===== src/rtl/tmr_pkg.sv =====
package tmr_pkg;

    localparam int TMR_W   = 8;
    localparam int NUM_FLG = 3;
    localparam int FLG_OVF  = 0;
    localparam int FLG_CMFA = 1;
    localparam int FLG_CMFB = 2;
    localparam int CTL_FLG_LSB = 4;

    typedef enum logic [1:0] {
        REG_CNT  = 2'd0,
        REG_CMPA = 2'd1,
        REG_CMPB = 2'd2,
        REG_CTL  = 2'd3
    } reg_sel_e;

    typedef enum logic [1:0] {
        CLR_NONE   = 2'd0,
        CLR_MATCHA = 2'd1,
        CLR_MATCHB = 2'd2,
        CLR_EXT    = 2'd3
    } clr_sel_e;

    typedef enum logic [1:0] {
        OUT_HOLD   = 2'd0,
        OUT_LOW    = 2'd1,
        OUT_HIGH   = 2'd2,
        OUT_TOGGLE = 2'd3
    } out_sel_e;

    // Control/status layout: bit7 reserved, [6:4] flags, [3:2] pin action, [1:0] clear source
    typedef struct packed {
        logic                 rsvd;
        logic [NUM_FLG-1:0]   flg;
        out_sel_e             osel;
        clr_sel_e             csel;
    } ctl_t;

    function automatic logic next_pin(input out_sel_e mode, input logic cur);
        case (mode)
            OUT_LOW:    return 1'b0;
            OUT_HIGH:   return 1'b1;
            OUT_TOGGLE: return ~cur;
            default:    return cur;
        endcase
    endfunction

endpackage


===== src/rtl/tmr_cmp.sv =====
module tmr_cmp
    import tmr_pkg::*;
#(
    parameter int           W    = TMR_W,
    parameter logic [W-1:0] INIT = '1
) (
    input  logic         clk,
    input  logic         rst,
    input  logic         wr,
    input  logic [W-1:0] wdata,
    input  logic [W-1:0] cnt,
    input  logic         sample,
    output logic [W-1:0] value,
    output logic         match
);

    always_ff @(posedge clk) begin
        if (rst)     value <= INIT;
        else if (wr) value <= wdata;
    end

    // compare is evaluated at count timing and blocked while the register is written
    assign match = sample && !wr && (cnt == value);

    p_cmp_load_r7: assert property (@(posedge clk) disable iff (rst)
        wr |=> value == $past(wdata));

endmodule


===== src/rtl/tmr_channel.sv =====
module tmr_channel
    import tmr_pkg::*;
#(
    parameter int           W        = TMR_W,
    parameter logic [W-1:0] CMP_INIT = '1
) (
    input  logic         clk,
    input  logic         rst,
    input  logic         cnt_en,
    input  logic         ext_clr,
    input  logic         wr,
    input  logic         rd,
    input  reg_sel_e     sel,
    input  logic [W-1:0] wdata,
    output logic [W-1:0] rdata,
    output logic         tmo
);

    localparam int CTL_W = $bits(ctl_t);

    logic cnt_wr, cmpa_wr, cmpb_wr, ctl_wr, ctl_rd;
    assign cnt_wr  = wr && (sel == REG_CNT);
    assign cmpa_wr = wr && (sel == REG_CMPA);
    assign cmpb_wr = wr && (sel == REG_CMPB);
    assign ctl_wr  = wr && (sel == REG_CTL);
    assign ctl_rd  = rd && (sel == REG_CTL);

    logic [W-1:0] cnt_q, cmpa_val, cmpb_val;
    logic         match_a, match_b;

    tmr_cmp #(.W(W), .INIT(CMP_INIT)) u_cmp_a (
        .clk(clk), .rst(rst), .wr(cmpa_wr), .wdata(wdata), .cnt(cnt_q),
        .sample(cnt_en), .value(cmpa_val), .match(match_a)
    );

    tmr_cmp #(.W(W), .INIT(CMP_INIT)) u_cmp_b (
        .clk(clk), .rst(rst), .wr(cmpb_wr), .wdata(wdata), .cnt(cnt_q),
        .sample(cnt_en), .value(cmpb_val), .match(match_b)
    );

    clr_sel_e csel_q;
    out_sel_e osel_q;
    logic [NUM_FLG-1:0] flg_q, arm_q, flg_set, flg_clr;
    logic clear_now;

    always_comb begin
        case (csel_q)
            CLR_MATCHA: clear_now = match_a;
            CLR_MATCHB: clear_now = match_b;
            CLR_EXT:    clear_now = ext_clr;
            default:    clear_now = 1'b0;
        endcase
    end

    // counter: software write > clear > increment
    always_ff @(posedge clk) begin
        if (rst)            cnt_q <= '0;
        else if (cnt_wr)    cnt_q <= wdata;
        else if (clear_now) cnt_q <= '0;
        else if (cnt_en)    cnt_q <= cnt_q + 1'b1;
    end

    always_ff @(posedge clk) begin
        if (rst) begin
            csel_q <= CLR_NONE;
            osel_q <= OUT_HOLD;
        end else if (ctl_wr) begin
            csel_q <= clr_sel_e'(wdata[1:0]);
            osel_q <= out_sel_e'(wdata[3:2]);
        end
    end

    assign flg_set[FLG_OVF]  = cnt_en && !cnt_wr && (cnt_q == '1);
    assign flg_set[FLG_CMFA] = match_a;
    assign flg_set[FLG_CMFB] = match_b;

    generate
        for (genvar f = 0; f < NUM_FLG; f++) begin : g_flag
            assign flg_clr[f] = ctl_wr && !wdata[CTL_FLG_LSB+f] && arm_q[f];

            always_ff @(posedge clk) begin
                if (rst) begin
                    flg_q[f] <= 1'b0;
                    arm_q[f] <= 1'b0;
                end else begin
                    if (flg_set[f])      flg_q[f] <= 1'b1;
                    else if (flg_clr[f]) flg_q[f] <= 1'b0;

                    if (flg_clr[f] && !flg_set[f]) arm_q[f] <= 1'b0;
                    else if (ctl_rd && flg_q[f])   arm_q[f] <= 1'b1;
                    else if (!flg_q[f])            arm_q[f] <= 1'b0;
                end
            end
        end
    endgenerate

    always_ff @(posedge clk) begin
        if (rst)          tmo <= 1'b0;
        else if (match_a) tmo <= next_pin(osel_q, tmo);
    end

    ctl_t ctl_view;
    always_comb begin
        ctl_view.rsvd = 1'b0;
        ctl_view.flg  = flg_q;
        ctl_view.osel = osel_q;
        ctl_view.csel = csel_q;
    end

    always_comb begin
        rdata = '0;
        case (sel)
            REG_CNT:  rdata = cnt_q;
            REG_CMPA: rdata = cmpa_val;
            REG_CMPB: rdata = cmpb_val;
            default:  rdata[CTL_W-1:0] = ctl_view;
        endcase
    end

    p_step_r2: assert property (@(posedge clk) disable iff (rst)
        (cnt_en && !cnt_wr && csel_q == CLR_NONE) |=> cnt_q == W'($past(cnt_q) + 1'b1));

    p_hold_r2: assert property (@(posedge clk) disable iff (rst)
        (!cnt_en && !cnt_wr && csel_q != CLR_EXT) |=> $stable(cnt_q));

    p_swwr_r3: assert property (@(posedge clk) disable iff (rst)
        cnt_wr |=> cnt_q == $past(wdata));

    p_cmfa_r4: assert property (@(posedge clk) disable iff (rst)
        match_a |=> flg_q[FLG_CMFA]);

    p_ovf_r6: assert property (@(posedge clk) disable iff (rst)
        (cnt_en && !cnt_wr && cnt_q == '1) |=> flg_q[FLG_OVF]);

    p_suppress_r7: assert property (@(posedge clk) disable iff (rst)
        cmpa_wr |-> !match_a);

    p_tmo_low_r8: assert property (@(posedge clk) disable iff (rst)
        (match_a && osel_q == OUT_LOW) |=> !tmo);

    p_flag_sticky_r9: assert property (@(posedge clk) disable iff (rst)
        (flg_q[FLG_CMFA] && !ctl_wr) |=> flg_q[FLG_CMFA]);

endmodule


===== src/rtl/tmr_pair.sv =====
module tmr_pair
    import tmr_pkg::*;
#(
    parameter int W = TMR_W
) (
    input  logic           clk,
    input  logic           rst,
    input  logic [1:0]     cnt_en,
    input  logic [1:0]     ext_clr,
    input  logic           bus_word,
    input  logic           bus_ch,
    input  logic [1:0]     bus_sel,
    input  logic           bus_wr,
    input  logic           bus_rd,
    input  logic [2*W-1:0] bus_wdata,
    output logic [2*W-1:0] bus_rdata,
    output logic [1:0]     tmo
);

    localparam int NCH = 2;

    logic [W-1:0] ch_rdata [NCH];
    reg_sel_e     sel;
    assign sel = reg_sel_e'(bus_sel);

    generate
        for (genvar i = 0; i < NCH; i++) begin : g_ch
            logic         hit;
            logic [W-1:0] wd;
            assign hit = bus_word || (bus_ch == 1'(i));
            // word access: channel 0 takes the upper byte
            assign wd  = (bus_word && i == 0) ? bus_wdata[2*W-1:W] : bus_wdata[W-1:0];

            tmr_channel #(.W(W)) u_ch (
                .clk(clk), .rst(rst), .cnt_en(cnt_en[i]), .ext_clr(ext_clr[i]),
                .wr(bus_wr && hit), .rd(bus_rd && hit), .sel(sel), .wdata(wd),
                .rdata(ch_rdata[i]), .tmo(tmo[i])
            );
        end
    endgenerate

    assign bus_rdata = bus_word ? {ch_rdata[0], ch_rdata[1]}
                                : {{W{1'b0}}, ch_rdata[bus_ch]};

endmodule


===== config.mk =====
export PLATFORM = sky130hd
export DESIGN_NAME = tmr_pair
export DESIGN_NICKNAME = d
export VERILOG_FILES = /design/src/rtl/tmr_pkg.sv /design/src/rtl/tmr_cmp.sv /design/src/rtl/tmr_channel.sv /design/src/rtl/tmr_pair.sv
export SDC_FILE = /design/constraint.sdc
export NUM_CORES = 1
export LEC_CHECK = 0
export BUFFER_PORTS_ARGS = -buffer_cell sky130_fd_sc_hd__buf_2
export CAP_MARGIN = 25
export CORE_MARGIN = 4
export CORE_UTILIZATION = 33
export DETAILED_ROUTE_END_ITERATION = 12
export GPL_TIMING_DRIVEN = 1
export SYNTH_ARGS = -nofsm -noshare
export SYNTH_HDL_FRONTEND = slang
export SYNTH_SLANG_ARGS = --single-unit

===== constraint.sdc =====
create_clock -name clk -period 2.2 [get_ports clk]
set_input_delay 0.33 -clock clk [delete_from_list [all_inputs] [get_ports clk]]
set_output_delay 0.33 -clock clk [all_outputs]
set_load 0.005 [all_outputs]

=== Yosys cells after proc, flatten, opt, wreduce, memory -nomap -nowiden ===
Cells that the tools add are included.

* Add/subtract/negate cells: 2
* Magnitude comparators: 1
* Equality and inequality tests: 27
* Multiplexer cells: 41
* Bitwise gates (word level): 4
* Reduce and logical (&&, ||, !) cells: 89

{| class="wikitable"
|+ Operators with widths
! operator !! count
|-
| $mux W8 || 10
|-
| $logic_and A1 B1 Y1 || 50
|-
| $pmux W8 S3 || 2
|-
| $eq A8 B8 Y1 || 4
|-
| $mux W1 || 24
|-
| $eq A2 B2 Y1 const B || 10
|-
| $logic_not A1 Y1 || 18
|-
| $add A8 B1 Y8 const B || 2
|-
| $eq A8 B8 Y1 const B || 2
|-
| $mux W16 || 1
|-
| $ne A2 B2 Y1 const B || 6
|-
| $pmux W1 S3 || 4
|-
| $reduce_bool A2 Y1 || 6
|-
| $reduce_bool A3 Y1 || 4
|-
| $reduce_or A2 Y1 || 6
|-
| $eq A2 B1 Y1 const B || 5
|-
| $reduce_and A2 Y1 || 2
|-
| $not A1 Y1 || 3
|-
| $ge A2 B2 Y1 const B || 1
|-
| $logic_not A2 Y1 || 1
|-
| $logic_or A1 B1 Y1 || 2
|-
| $not A1 Y2 || 1
|}

* Flip-flop bits (word level): 70
* Output and inout port bits: 18
* Word-level logic and storage cells: 188

=== Longest topological paths before layout ===
* Word-level depth: 10
* Mapped depth: 8
* Gate-level depth less buffers: 6

=== By module ===
Synthesis repeated with hierarchy kept, for this count alone.

* Cell total of the unflattened synthesis: 439
* Area total of the unflattened synthesis: 4325.4 um^2

{| class="wikitable"
|+ Modules (own cells, without submodules)
! module !! instances !! cells an instance !! area each (um^2)
|-
| tmr_cmp || 4 || 38 || 400.4
|-
| tmr_channel (g_ch[1].u_ch) || 1 || 134 || 1207.4
|-
| tmr_channel (g_ch[0].u_ch) || 1 || 121 || 1174.9
|-
| tmr_pair || 1 || 32 || 341.6
|}

=== Least setup slack after synthesis ===
No wires, ideal clock.

* Path type: in2out
* Start point: input port bus_sel[0]
* End point: output port bus_rdata[2]
* Arrival time: 1.607 ns
* Required time: 1.870 ns
* Path slack: 0.263 ns
* Cell stages on the path: 4
* Cell sequence: buf_2 -> buf_2 -> mux4_1 -> mux2_2

* Word-level cells in the longest chain between the ends: 6

{| class="wikitable"
|+ Ends and longest elaborated chain
! element !! line !! source
|-
| start: declaration || tmr_pair.sv:12 || <nowiki>input logic [1:0] bus_sel,</nowiki>
|-
| $eq A2 B2 Y1 (tied with other cells) || tmr_channel.sv:112 || <nowiki>case (sel)</nowiki>
|-
| $pmux W8 S3 || tmr_channel.sv:112 ||
|-
| $mux W8 (implied by the code) (3 in series) || tmr_pair.sv:43 || <nowiki>: {{W{1'b0}}, ch_rdata[bus_ch]};</nowiki>
|-
| $mux W16 (*) || tmr_pair.sv:42 || <nowiki>assign bus_rdata = bus_word ? {ch_rdata[0], ch_rdata[1]}</nowiki>
|-
| end: declaration || tmr_pair.sv:16 || <nowiki>output logic [2*W-1:0] bus_rdata,</nowiki>
|}

Every way passes the cells marked *; elsewhere a longest branch is shown, timed or not. The select of a mux whose other input is x is not followed.

=== Final worst setup path ===
* Start point: register g_ch[1].u_ch.cnt_q[3]
* End point: output port bus_rdata[3]

* Word-level cells in the longest chain between the ends: 5

{| class="wikitable"
|+ Ends and longest elaborated chain
! element !! line !! source
|-
| start: declaration || tmr_channel.sv:28 || <nowiki>logic [W-1:0] cnt_q, cmpa_val, cmpb_val;</nowiki>
|-
| start signal: assignment || tmr_channel.sv:58 || <nowiki>else if (cnt_wr) cnt_q <= wdata;</nowiki>
|-
| start signal: assignment || tmr_channel.sv:60 || <nowiki>else if (cnt_en) cnt_q <= cnt_q + 1'b1;</nowiki>
|-
| $pmux W8 S3 (*) || tmr_channel.sv:112 ||
|-
| $mux W8 (implied by the code) (3 in series) || tmr_pair.sv:43 ||
|-
| $mux W16 (*) || tmr_pair.sv:42 ||
|}

Marks and branches as above.

==> metrics <==
GR Util met1=27.2%; Clock Skew=6.57 ps; number of violations reported at the end of detailed-routing iteration 0=417; Final period util=between 90 and 100%; first-pass GRT wire length=between 20,000 and 25,000 um; routing layer with the top usage in global route=met2; top cell type's share of synthesized area=~34%; cell type with the highest aggregate area in the netlist=dfxtp_1; Yosys cell types=59; share of the yosys chip area belonging to registers=between 30% and 40%; grt total ovfl=0; net count after synthesis=between 400 and 500; arrival time at the worst endpoint=about 1800 ps; shortest clock period the worst path allows after layout=around 2100 ps; remaining design rule violation count=0; clock buffer count from CTS=9; Placeable Area=around 0.012 mm^2; Min-Delay Path Class=input pin to flip-flop; upper clock frequency limit=0.474 GHz; hold_ws=roughly 290 ps; Initial Utilization=34.2%; reg2reg setup slack=180 ps; Slew headroom=between 60 and 70%; last weighted congestion value of the routability-driven placer=approximately 0.94; vias in the first global route=slightly below 4,000; global routing met3 resource utilization=approximately 3.8%; number of vias per cell=between 5 and 6; power density of the placed cells=682 mW/mm^2; leakage power total=~2 nW; clock tree from TritonCTS=yes; count of nets after finishing=552; sum of negative setup slack=0 ps; DP HPWL=10,500 um; clock input transition at the sequential cells of the worst setup and hold paths=~60 ps; category of the most critical setup path=flip-flop to primary output; final total power=between 3 and 4 mW; Critical Path End Type=primary output; Area Growth Syn to Fin=20.6%; run status=finished, final reports clean; Die Outline Area=roughly 0.014 mm^2; VDD IR-drop max=0.000335 V; unrepaired setup endpoints after global routing=false; Port-buffer cells=45; leading post-synthesis cells by instance count=70 x dfxtp_1, 52 x nand2_1, 29 x nor2_1; Crit path required time=about 1900 ps; routed length per instance=around 20 um; dominant register cell in the synthesized netlist=dfxtp_1; initial antenna violation count=0; Worst Setup Start Kind=flip-flop; Setup Viol. Count Final=0; WHS Path Cells=3; average footprint of a synthesized cell=about 9 um^2; Async SR Flop Fraction=0%; pin slew with the least headroom to its limit=slightly below 600 ps; DR vias=3,935; EDFF count, synth=0; post-CTS setup buffer count=0; final number of max-transition violations=0; Warnings, synthesis=0; maximum number of pins on one net before global-route repair=19; number of levels the H-tree was split into=3; cell depth of the worst flop-to-flop path=5; Max FO, Critical Path=5; drt first pass iters=5; share of layout cells above drive strength 1=between 20% and 30%; FP Rows=40; overall die height=between 100 and 150 um; Clk Tree Root Cell=clkbuf_16; hold violation count in the final report=0; end-of-flow core utilization=about 41%; register bit total from synthesis=70; count of clock tree sinks=70; met2 usage=29.1%; largest cells by area after synthesis=dfxtp_1 34%, mux4_2 7.0%, mux2i_1 4.8%, nand2_1 4.7%, xor2_1 4.4%; source-to-sink clock delay at the later pin of the worst-skew pair=~330 ps; overall routing resource usage=19.1%; maximum clock insertion buffer count=2; most frequently used cell type in the post-synthesis netlist=dfxtp_1; horizontal die dimension=approximately 120 um; # IOs=46; netlist area before placement=between 0.004 and 0.005 mm^2; hold-fix buffers at CTS=0; Max Cap Viol=0; Antenna diodes=0; number of instances in the synthesized netlist=between 400 and 500; overall routed net length=around 14,000 um; count of antenna-violating nets left after detailed routing=0; post_cts resized=0
==> final timing paths <==
check | endpoint | start
max | bus_rdata[3] | g_ch[1].u_ch.cnt_q[3]
min | g_ch[1].u_ch.u_cmp_b.value[1] | bus_wdata[1]
max reg2reg | g_ch[1].u_ch.tmo | g_ch[1].u_ch.cnt_q[1]
min reg2reg | g_ch[1].u_ch.arm_q[2] | g_ch[1].u_ch.arm_q[2]
==> routing by layer <==
metal | share of wire [%] | wire, um
met5 | 0 | 0
met1 | 46 | 6350
met4 | 1.9 | 265
met2 | 43 | 5900
met3 | 8.4 | 1150
==> stage by stage <==
stage	cells	worst slack (ps)	cell area, um^2
finish	694	88.7	5020
global route	694	54.4	5020
CTS	694	91.7	5020
detailed placement	679	165	4730
global placement	679	183	4730
floorplan	460	263	4160
==> critical path, stage by stage, from the launching register on <==
cell and delay (ps):
dfxtp_1 390, buf_4 200, mux4_2 450, mux2_2 270, buf_2 130
==> final cells by class <==
| cell class | count | area, um^2 |
|---|---|---|
| fill | 1212 | 7140 |
| multi-input combinational | 344 | 2530 |
| sequential | 70 | 1400 |
| timing repair buffer | 88 | 548 |
| clock buffer | 12 | 246 |
| tap | 168 | 210 |
| clock inverter | 3 | 45.0 |
| inverter | 9 | 33.8 |
==> cell families after synthesis <==
| kind of cell | after synthesis | synth area share (%) |
|---|---|---|
| mux | 41 | 14.4 |
| flops | 70 | 33.7 |
| fa+ha+maj | 2 | 0.601 |
| simple gates | 160 | 19.3 |
| compound gates | 108 | 19.1 |
| xor+xnor | 33 | 7.49 |
| buf+inv | 46 | 5.44 |
==> flip-flops by register name, indices dropped and copies added, names as in the netlist <==
name / flops
g_ch.u_ch.osel_q: 4
g_ch.u_ch.u_cmp_b.value: 16
g_ch.u_ch.u_cmp_a.value: 16
g_ch.u_ch.csel_q: 4
g_ch.u_ch.arm_q: 6
g_ch.u_ch.cnt_q: 16
g_ch.u_ch.tmo: 2
g_ch.u_ch.ctl_view: 6
==> power by group <==
part	switching, mW	total [mW]	internal, mW	leakage, nW
registers	0.0905	1.41	1.32	0.571
clock network	0.541	1.44	0.903	0.135
logic	0.294	0.565	0.271	1.29
total	0.926	3.42	2.49	2.00
==> placed cells by master (no fill, tap or decap), drive strengths merged, types with 12 or more instances in the layout <==
master and instances:
buf 88, dfxtp 70, nand2 52, nor2 31, nand3 24, xor2 21
mux2i 20, a21oi 19, o211ai 18, o21ai 18, mux4 14, xnor2 12
clkbuf 12
Note: power is estimated with default switching activity, not from simulation.
